**config.mk**
```make
export PLATFORM = sky130hd
export DESIGN_NAME = therm_cnt_mon
export DESIGN_NICKNAME = d
export VERILOG_FILES = /design/src/rtl/tcm_pkg.sv /design/src/rtl/tcm_meas.sv /design/src/rtl/tcm_level.sv /design/src/rtl/tcm_regs.sv /design/src/rtl/therm_cnt_mon.sv
export SDC_FILE = /design/constraint.sdc
export NUM_CORES = 1
export LEC_CHECK = 0
export BUFFER_PORTS_ARGS = -buffer_cell sky130_fd_sc_hd__buf_4
export CELL_PAD_IN_SITES_DETAIL_PLACEMENT = 1
export CELL_PAD_IN_SITES_GLOBAL_PLACEMENT = 1
export CORE_MARGIN = 2
export CORE_UTILIZATION = 50
export CTS_BUF_LIST = sky130_fd_sc_hd__clkbuf_8
export DETAILED_ROUTE_END_ITERATION = 8
export PLACE_DENSITY = 0.95
export SYNTH_ARGS = -nofsm -noshare
export SYNTH_HDL_FRONTEND = slang
export SYNTH_SLANG_ARGS = --single-unit
export TNS_END_PERCENT = 50
```
**constraint.sdc**
```tcl
create_clock -name clk -period 8.6 [get_ports clk]
set_input_delay 0.43 -clock clk [delete_from_list [all_inputs] [get_ports clk]]
set_output_delay 0.43 -clock clk [all_outputs]
set_load 0.02 [all_outputs]
```
**src/rtl/tcm_pkg.sv**
```systemverilog
// Shared widths, register addresses and control word layout for the
// counter-based thermal monitor. Assumes a 32-bit register port.
package tcm_pkg;
    localparam int PER_W  = 16;
    localparam int WIN_W  = 8;
    localparam int CNT_W  = 16;
    localparam int EDGE_W = 4;
    localparam int ADDR_W = 3;

    localparam logic [ADDR_W-1:0] A_CTRL  = 3'd0;
    localparam logic [ADDR_W-1:0] A_LIM12 = 3'd1;
    localparam logic [ADDR_W-1:0] A_LIM3  = 3'd2;
    localparam logic [ADDR_W-1:0] A_STAT  = 3'd3;
    localparam logic [ADDR_W-1:0] A_CNT   = 3'd4;

    localparam logic [2:0] ST_OVF = 3'd5;

    typedef struct packed {
        logic [WIN_W-1:0] win;
        logic [PER_W-1:0] per;
        logic             rsv;
        logic             ie_rst;
        logic             ie_div;
        logic             ie_ovf;
        logic             en_dvfs;
        logic             en_rst;
        logic             en_div;
        logic             stop;
    } ctrl_t;
endpackage

```
**src/rtl/tcm_meas.sv**
```systemverilog
// Measurement engine: a reference-tick timer walks each period. During the
// first WIN ticks, the oscillator edges are summed into a saturating counter.
// Assumes win != 0 whenever run is high.
module tcm_meas #(
    parameter int PER_W  = tcm_pkg::PER_W,
    parameter int WIN_W  = tcm_pkg::WIN_W,
    parameter int CNT_W  = tcm_pkg::CNT_W,
    parameter int EDGE_W = tcm_pkg::EDGE_W
) (
    input  logic              clk,
    input  logic              rst_n,
    input  logic              run,
    input  logic              ref_tick,
    input  logic [EDGE_W-1:0] edges,
    input  logic [PER_W-1:0]  per,
    input  logic [WIN_W-1:0]  win,
    output logic              done,
    output logic [CNT_W-1:0]  cnt,
    output logic              ovf
);
    localparam int TMR_W = (PER_W > WIN_W) ? PER_W : WIN_W;
    localparam logic [CNT_W-1:0] CNT_MAX = {CNT_W{1'b1}};

    logic [TMR_W-1:0] tmr, win_len, per_len;
    logic [CNT_W-1:0] acc, acc_nxt;
    logic [CNT_W:0]   sum;
    logic             in_win;

    // Derive window and period lengths in timer units and the saturating sum.
    always_comb begin
        win_len = TMR_W'(win);
        per_len = (TMR_W'(per) > win_len) ? TMR_W'(per) : win_len;
        in_win  = tmr < win_len;
        sum     = {1'b0, acc} + (CNT_W+1)'(edges);
        acc_nxt = (sum >= {1'b0, CNT_MAX}) ? CNT_MAX : sum[CNT_W-1:0];
        done    = run && ref_tick && in_win && (tmr == win_len - 1'b1);
        cnt     = acc_nxt;
        ovf     = (acc_nxt == CNT_MAX);
    end

    // Advance the period timer and accumulate edges inside the window.
    always_ff @(posedge clk) begin
        if (!rst_n || !run) begin
            tmr <= '0;
            acc <= '0;
        end else begin
            if (done)        acc <= '0;
            else if (in_win) acc <= acc_nxt;
            if (ref_tick)    tmr <= (tmr >= per_len - 1'b1) ? '0 : tmr + 1'b1;
        end
    end

    // every finished window leaves the accumulator empty for the next one.
    assert_restart_R3: assert property (@(posedge clk) disable iff (!rst_n)
        done |=> (acc == '0));
endmodule

```
**src/rtl/tcm_level.sv**
```systemverilog
// Level compare: picks the highest limit index whose limit the count meets.
// An overflowed count is treated as the hottest level.
module tcm_level #(
    parameter int CNT_W = tcm_pkg::CNT_W,
    parameter int NLIM  = 3
) (
    input  logic [CNT_W-1:0]           cnt,
    input  logic                       ovf,
    input  logic [NLIM-1:0][CNT_W-1:0] lims,
    output logic [$clog2(NLIM+1)-1:0]  lvl
);
    localparam int LVL_W = $clog2(NLIM+1);

    // Ascending scan so that a higher satisfied limit overrides a lower one.
    always_comb begin
        lvl = '0;
        for (int i = 0; i < NLIM; i++) begin
            if (cnt >= lims[i]) lvl = LVL_W'(i + 1);
        end
        if (ovf) lvl = LVL_W'(NLIM);
    end
endmodule

```
**src/rtl/tcm_regs.sv**
```systemverilog
// Register file and result state: control and limit registers, the published
// count, level, valid flag, sticky overflow and interrupt flag with
// write-one-to-clear. Assumes single-cycle writes and combinational reads.
module tcm_regs
    import tcm_pkg::*;
#(
    parameter int CNT_W = tcm_pkg::CNT_W
) (
    input  logic              clk,
    input  logic              rst_n,
    input  logic              reg_we,
    input  logic [ADDR_W-1:0] reg_addr,
    input  logic [31:0]       reg_wdata,
    output logic [31:0]       reg_rdata,
    input  logic              done,
    input  logic [CNT_W-1:0]  meas_cnt,
    input  logic              meas_ovf,
    input  logic [1:0]        new_lvl,
    output ctrl_t             ctrl,
    output logic [2:0][CNT_W-1:0] lims,
    output logic              run,
    output logic [1:0]        lvl_q,
    output logic              irq_q
);
    logic [CNT_W-1:0] cnt_q;
    logic             valid_q, ovf_q, irq_set, irq_clr, ovf_clr, up;
    logic [3:0]       ie_lvl;
    logic [2:0]       state;

    assign run = !ctrl.stop && (ctrl.per != '0) && (ctrl.win != '0);

    // Register writes for control and limits.
    always_ff @(posedge clk) begin
        if (!rst_n) begin
            ctrl <= '0;
            lims <= '1;
        end else if (reg_we) begin
            case (reg_addr)
                A_CTRL:  ctrl <= ctrl_t'(reg_wdata);
                A_LIM12: begin
                    lims[0] <= reg_wdata[CNT_W-1:0];
                    lims[1] <= reg_wdata[16 +: CNT_W];
                end
                A_LIM3:  lims[2] <= reg_wdata[CNT_W-1:0];
                default: ;
            endcase
        end
    end

    // Decide whether this window end crosses an enabled limit upward.
    always_comb begin
        ie_lvl = {ctrl.ie_rst, ctrl.ie_div, ctrl.en_dvfs, 1'b0};
        up = 1'b0;
        for (int l = 1; l < 4; l++) begin
            if (lvl_q < 2'(l) && new_lvl >= 2'(l) && ie_lvl[l]) up = 1'b1;
        end
        irq_set = done && (up || (meas_ovf && ctrl.ie_ovf));
        irq_clr = reg_we && (reg_addr == A_STAT) && reg_wdata[8];
        ovf_clr = reg_we && (reg_addr == A_STAT) && (reg_wdata[2:0] == ST_OVF);
        state   = ovf_q ? ST_OVF : {1'b0, lvl_q};
    end

    // Publish results at each window end; clear them when measurement halts.
    always_ff @(posedge clk) begin
        if (!rst_n) begin
            valid_q <= 1'b0;
            lvl_q   <= '0;
            cnt_q   <= '0;
            ovf_q   <= 1'b0;
            irq_q   <= 1'b0;
        end else begin
            if (!run) begin
                valid_q <= 1'b0;
                lvl_q   <= '0;
            end else if (done) begin
                valid_q <= 1'b1;
                lvl_q   <= new_lvl;
                cnt_q   <= meas_cnt;
            end
            ovf_q <= (done && meas_ovf) || (ovf_q && !ovf_clr);
            irq_q <= irq_set || (irq_q && !irq_clr);
        end
    end

    // Combinational read mux.
    always_comb begin
        case (reg_addr)
            A_CTRL:  reg_rdata = ctrl;
            A_LIM12: reg_rdata = {lims[1], lims[0]};
            A_LIM3:  reg_rdata = {16'h0, lims[2]};
            A_STAT:  reg_rdata = {22'h0, valid_q, irq_q, 5'h0, state};
            A_CNT:   reg_rdata = {cnt_q, 16'h0};
            default: reg_rdata = '0;
        endcase
    end

    // the level moves only at a window end or when measurement halts.
    assert_lvl_hold_R4: assert property (@(posedge clk) disable iff (!rst_n)
        (lvl_q != $past(lvl_q)) |-> $past(done || !run));
    // the interrupt flag rises only as a result of a window end.
    assert_irq_cause_R6: assert property (@(posedge clk) disable iff (!rst_n)
        $rose(irq_q) |-> $past(done));
    // a falling, non-overflowing result never raises the flag.
    assert_no_fall_irq_R7: assert property (@(posedge clk) disable iff (!rst_n)
        (done && run && new_lvl < lvl_q && !meas_ovf && !irq_q) |=> !irq_q);
    // a saturated window always leaves the overflow state set.
    assert_ovf_set_R8: assert property (@(posedge clk) disable iff (!rst_n)
        (done && meas_ovf) |=> ovf_q);
    // valid drops only because measurement stopped.
    assert_valid_drop_R2: assert property (@(posedge clk) disable iff (!rst_n)
        $fell(valid_q) |-> $past(!run));
endmodule

```
**src/rtl/therm_cnt_mon.sv**
```systemverilog
// Top of the counter-based thermal monitor: measurement engine, level compare
// and register file, plus the enable-gated hardware request outputs.
module therm_cnt_mon
    import tcm_pkg::*;
#(
    parameter int EDGES_W = tcm_pkg::EDGE_W
) (
    input  logic               clk,
    input  logic               rst_n,
    input  logic               ref_tick,
    input  logic [EDGES_W-1:0] osc_edges,
    input  logic               reg_we,
    input  logic [2:0]         reg_addr,
    input  logic [31:0]        reg_wdata,
    output logic [31:0]        reg_rdata,
    output logic               irq,
    output logic               dvfs_req,
    output logic               clkdiv_req,
    output logic               therm_rst_req
);
    ctrl_t                   ctrl;
    logic [2:0][CNT_W-1:0]   lims;
    logic                    run, done, meas_ovf;
    logic [CNT_W-1:0]        meas_cnt;
    logic [1:0]              new_lvl, lvl_q;

    tcm_meas #(.PER_W(PER_W), .WIN_W(WIN_W), .CNT_W(CNT_W), .EDGE_W(EDGES_W)) u_meas (
        .clk(clk), .rst_n(rst_n), .run(run), .ref_tick(ref_tick),
        .edges(osc_edges), .per(ctrl.per), .win(ctrl.win),
        .done(done), .cnt(meas_cnt), .ovf(meas_ovf)
    );

    tcm_level #(.CNT_W(CNT_W), .NLIM(3)) u_level (
        .cnt(meas_cnt), .ovf(meas_ovf), .lims(lims), .lvl(new_lvl)
    );

    tcm_regs #(.CNT_W(CNT_W)) u_regs (
        .clk(clk), .rst_n(rst_n), .reg_we(reg_we), .reg_addr(reg_addr),
        .reg_wdata(reg_wdata), .reg_rdata(reg_rdata), .done(done),
        .meas_cnt(meas_cnt), .meas_ovf(meas_ovf), .new_lvl(new_lvl),
        .ctrl(ctrl), .lims(lims), .run(run), .lvl_q(lvl_q), .irq_q(irq)
    );

    // Gate each hardware action by its level and its enable bit.
    always_comb begin
        dvfs_req      = ctrl.en_dvfs && (lvl_q >= 2'd1);
        clkdiv_req    = ctrl.en_div  && (lvl_q >= 2'd2);
        therm_rst_req = ctrl.en_rst  && (lvl_q == 2'd3);
    end

    // the reset request never appears without its enable.
    assert_rst_gate_R5: assert property (@(posedge clk) disable iff (!rst_n)
        therm_rst_req |-> (ctrl.en_rst && run));
endmodule

```
### After elaboration in Yosys (flattened, before gate mapping)

Cells that the tools add are included.

* flip-flop bits (word level): 133
* bits of input ports: 43
* output and inout bits: 36

* reduce and logical (&&, ||, !) cells: 40
* mux-type cells: 12
* add/sub/neg operators: 4
* $lt $le $gt $ge: 15
* equality and inequality tests: 8

Operators with widths (count)
* 32-bit case mux with 5 select lines: 1
* 16-bit >= comparator: 4
* 16-bit 2-to-1 mux: 3
* 1-bit logical AND: 22
* 16-bit by 4-bit adder with 17-bit output: 1
* 17-bit by 16-bit >= comparator with 1-bit output (second input constant): 1
* 16-bit by 1-bit adder with 16-bit output (second input constant): 1
* 16-bit == test: 1
* 16-bit == test (second input constant): 1
* 16-bit by 8-bit greater-than comparator with 1-bit output: 1
* 16-bit by 8-bit less-than comparator with 1-bit output: 1
* 16-bit nonzero test: 1
* 16-bit by 1-bit subtractor with 16-bit output (second input constant): 1
* 2-bit AND reduction: 5
* 8-bit by 1-bit subtractor with 9-bit output (second input constant): 1
* 8-bit nonzero test: 1
* 3-bit by 2-bit == test with 1-bit output (second input constant): 2
* 3-bit == test (second input constant): 2
* 2-bit >= comparator (second input constant): 3
* 2-bit 2-to-1 mux: 3
* 1-bit zero test: 5
* 2-bit by 1-bit >= comparator with 1-bit output (second input constant): 2
* 1-bit logical OR: 4
* 2-bit less-than comparator (second input constant): 2
* 7 further kinds: 10

### Depth between registers and ports, before layout

* word-level depth: 17
* mapped depth: 23
* gate-level depth less buffers: 21

### Cells and area by module

Synthesis repeated with hierarchy kept, for this count alone.

* cells, all modules: 1168
* area, all modules: 9067.4 um2

By module, submodules not included
* tcm_regs: area each 4640.7 um2, cells each 600, sequential area each 2021.9 um2, instances 1
* tcm_meas: area each 3211.8 um2, cells each 405, sequential area each 640.6 um2, instances 1
* tcm_level: area each 1193.6 um2, cells each 160, sequential area each 0.0 um2, instances 1
* therm_cnt_mon: area each 21.3 um2, cells each 3, sequential area each 0.0 um2, instances 1

### Least setup slack after synthesis

Ideal clock, no wire load.

* path kind: register -> register
* start point: reg u_regs.ctrl[25] (netlist name)
* end point: reg u_meas.tmr[10]
* required time: 8.535 ns
* arrival: 4.811 ns
* setup slack: 3.724 ns
* period minus slack after synthesis: 4.876 ns
* setup time: 0.065 ns
* path buffers: 2
* stages on the path, launching flop included: 24
* cell sequence: dfxtp_1 inv_1 ha_1 nor2b_1 o21a_1 o21ai_0 a211o_1 o211a_1 clkbuf_1 mux2i_1 ha_1 inv_1 or4_1 mux2i_1 nor2b_1 xnor2_1 ha_1 a21oi_1 o21ai_0 a2111o_1 o22ai_1 o21bai_1 clkbuf_1 nor2_1

* word-level cells in the longest chain between the ends: 5
* elaborated cells on any way between the ends: 9
* those cells by class: 1 x add/sub; 2 x order compare; 2 x mux; 4 x reduce/logical

Ends and longest elaborated chain
* 16-bit by 8-bit greater-than comparator with 1-bit output: line tcm_meas.sv:32 `per_len = (TMR_W'(per) > win_len) ? TMR_W'(per) : win_len;`
* 16-bit 2-to-1 mux: line tcm_meas.sv:32
* 16-bit by 1-bit subtractor with 16-bit output: line tcm_meas.sv:49 `if (ref_tick) tmr <= (tmr >= per_len - 1'b1) ? '0 : tmr + 1'b1;`
* 16-bit >= comparator: line tcm_meas.sv:49
* 16-bit 2-to-1 mux: line tcm_meas.sv:49
* end signal: assignment: line tcm_meas.sv:49
* end: declaration: line tcm_meas.sv:24 `logic [TMR_W-1:0] tmr, win_len, per_len;`

Several ways; a longest one is shown, not always the timed one.
A chain may end at the register's enable or synchronous reset.

### Worst setup path in the final report

* start point: reg u_regs.ctrl[25] (netlist name)
* end point: reg u_meas.tmr[15]

* word-level cells in the longest chain between the ends: 5
* elaborated cells on any way between the ends: 9
* those cells by class: 1 x add/sub; 2 x order compare; 2 x mux; 4 x reduce/logical

Ends and longest elaborated chain (line)
* 16-bit by 8-bit greater-than comparator with 1-bit output: tcm_meas.sv:32
* 16-bit 2-to-1 mux: tcm_meas.sv:32
* 16-bit by 1-bit subtractor with 16-bit output: tcm_meas.sv:49
* 16-bit >= comparator: tcm_meas.sv:49
* 16-bit 2-to-1 mux: tcm_meas.sv:49

Several ways; a longest one is shown, not always the timed one.

==> flow_summary.ini <==
[clocking]
cts_buffers = 17
clock_sinks = 133
cts-resized-gates = 0
cts_setup_buffers = 0
root_buffer = clkbuf_8
cts.path.max_buffers = 2
htree_levels = 4
insertion_delay_ps = 470
postCtsHoldBufs = 0
clk_pin_slew_ps = 80
cts_tree = yes

[floorplan]
die_h_um = 136.6
fp-row-count = 48
dieArea_um2 = 18660
core-area_um2 = 17240
die_w_um = 136.6
initial_core_util = 0.5100
ios = 79

[sta]
worst_hold_slack_ps = 194.7
setup_viol_count_final = 0
worst_pin_slew_ps = 1275
fin_skew_ps = 18.86
hold_viol_final = 0
clock.fmax_ghz = 0.1656
slew_viol_final = 0
timing.final.crit_share = 0.7023
tns_ps = 0
finalCriticalPeriod_ps = 6040
rsz0062_at_grt = false
relSlewSlack = 0.1498
finalWorstSetupSlack_ps = 2560

[route]
routed_via_density = 6.146
routedWlPerCell_um = 22.14
drtIter0Drc = 689
firstDrtPassIters = 5
ant_nets = 0
finalWirelength_um = 30730
drc_errors = 0
vias = 8530

[status]
status = complete, no violations

[worst_setup_path]
cp-end-kind = flop
arrival_ps = 6340
slowest_delay_ps = 830
path_class = flop to flop
path_common_cell = ha_1
cp_top_family = compound AO/OA/AOI/OAI gates
critPathRequiredTime_ps = 8900
cp_num_buf_inv = 2
worstPathCellList = inv_1 > ha_1 > nor2b_1 > o21a_1 > o21ai_0 > a211o_1 > o211a_1 > mux2i_1 > ha_1 > inv_1 > or4_1 > mux2i_1 > nor2b_1 > xnor2_1 > ha_1 > and4_1 > o2111ai_1 > a21oi_1 > o22ai_1 > o21bai_1 > nor2_1
path_max_fanout = 17
worstSetupStartpointType = flop
cp_slowest_cell = o21bai_1

[layout]
drive_above_1_share = 0.1144
register_area_um2 = 2663
fillers = 2114
multiInputGateArea_um2 = 5629
final_core_util = 0.5706
area.growth.synth_to_final_pct = 11.87
diodes = 0
finish.net_count = 1282

[synth]
syn_avg_cell_area_um2 = 7.956
synth_cell_types = 65
yosysMostFrequentCell = nand2_1
synthArstFlopShare = 0
synthCells = 1105
yosys-top-cells-count = nand2_1, nor2_1, dfxtp_1
ys_seq_area_frac = 0.3029
syn_area_um2 = 8791
syn_nets = 1236
synth_area_leaders = dfxtp_1, ha_1, nand2_1, nor2_1, mux2i_1
synth_flop_cell = dfxtp_1
synth_edf_count = 0
synth-seq-cells = 133
synth_area_leader_cell = dfxtp_1
ys.warnings.count = 0
synth_top_area_share = 0.3029

[global_routing]
grt.total_usage = 0.3382
grt_max_degree = 90
grt-busiest-layer = met2
met2_usage = 0.5583
grt.met1_usage = 0.4084
grt_overflow_total = 0
grt_pass1_vias = 8882
grt_pass1_wl_um = 48530
antenna_found_initial = 0
gr-usage-met3 = 0.06926

[place]
gp_congestion = 0.9228
dpl.hpwl_um = 22060
numPortBuffers = 78
dpl_worst_slack_ps = 2625

[pwr]
p_int_mw = 0.9481
power.share.clock = 0.354
switching_share = 0.3139
switchingPower_mw = 0.4338
powerDensity_nw_per_um2 = 140.5
pwr-share-seq = 0.461
power.leakage_nw = 4.552
p_total_mw = 1.382
comb_power_share = 0.185
peakVddDrop_v = 0.00009730

[job]
max_cap_violations = 0

[min_path]
holdCritPathClass = primary input to flop
sequential cells by signal (all words and copies together) (netlist names):
signal,count
u_meas.acc,16
u_meas.tmr,16
u_regs.cnt_q,16
u_regs.ovf_q,1
u_regs.irq_q,1
u_regs.valid_q,1
u_regs.lvl_q,2
u_regs.ctrl,32
u_regs.lims,48
power groups by stage:
stage / clock network, mW / registers [mW] / logic [mW]
2_1_floorplan: 0 / 0.647 / 0.167
3_3_place_gp: 0 / 0.650 / 0.237
3_5_place_dp: 0 / 0.651 / 0.248
4_1_cts: 0.494 / 0.637 / 0.253
5_1_grt: 0.525 / 0.638 / 0.277
6_report: 0.489 / 0.637 / 0.255
cell usage in the layout (no fill, tap or decap), drive strengths merged, types with 14 or more instances in the layout:
cell type / count
xnor2: 23
o21ai: 19
clkbuf: 20
ha: 87
xor2: 22
nand2: 162
dfxtp: 133
nand3: 21
nor2b: 20
buf: 85
mux2i: 49
a21oi: 73
o211ai: 48
nor3: 14
nor2: 135
a21boi: 33
inv: 75
area by class of cell:
cell class,count,share of cell area
inverter,72,0.02748
clock buffer,20,0.02799
timing repair buffer,85,0.06489
clock inverter,11,0.007888
sequential,133,0.2707
multi-input combinational,842,0.5724
tap,225,0.02863
path summary, 6_finish.rpt:
path | startpoint | endpoint | cells after the start | slack, ps
max | u_regs.ctrl[25] | u_meas.tmr[15] | 21 | 2560
min | reg_wdata[25] | u_regs.lims[25] | 3 | 190
max reg2reg | u_regs.ctrl[25] | u_meas.tmr[15] | 21 | 2560
min reg2reg | u_meas.tmr[0] | u_meas.tmr[0] | 2 | 490
per-stage QoR:
stage          area [µm²]  instances
6_report             9834       1388
5_1_grt              9834       1388
4_1_cts              9834       1388
3_5_place_dp         9482       1357
3_3_place_gp         9482       1357
2_1_floorplan        8791       1105
worst min-delay path, delay by kind of cell:
kind	cells	cell delay [ps]
and+or+nand+nor	1	40
AOI/OAI and AO/OA	1	70
buffers and inverters	1	80
logic make-up (layout without fill, tap and decap cells):
kind of cell	Yosys count	count (layout)	synth area share
XOR/XNOR	46	46	0.04739
flip-flops	133	133	0.3029
multiplexers	54	54	0.06604
AND/OR/NAND/NOR	418	418	0.2176
AO/OA/AOI/OAI	236	236	0.1812
buffers and inverters	130	188	0.05878
adder cells (fa/ha/maj)	88	88	0.1261
per-layer routing:
layer	part of all wire	vias up
li1	-	3953
met1	0.41	4142
met2	0.48	330
met3	0.057	105
met4	0.057	0
met5	0	-
No activity file was read; power rests on OpenSTA's default activity.
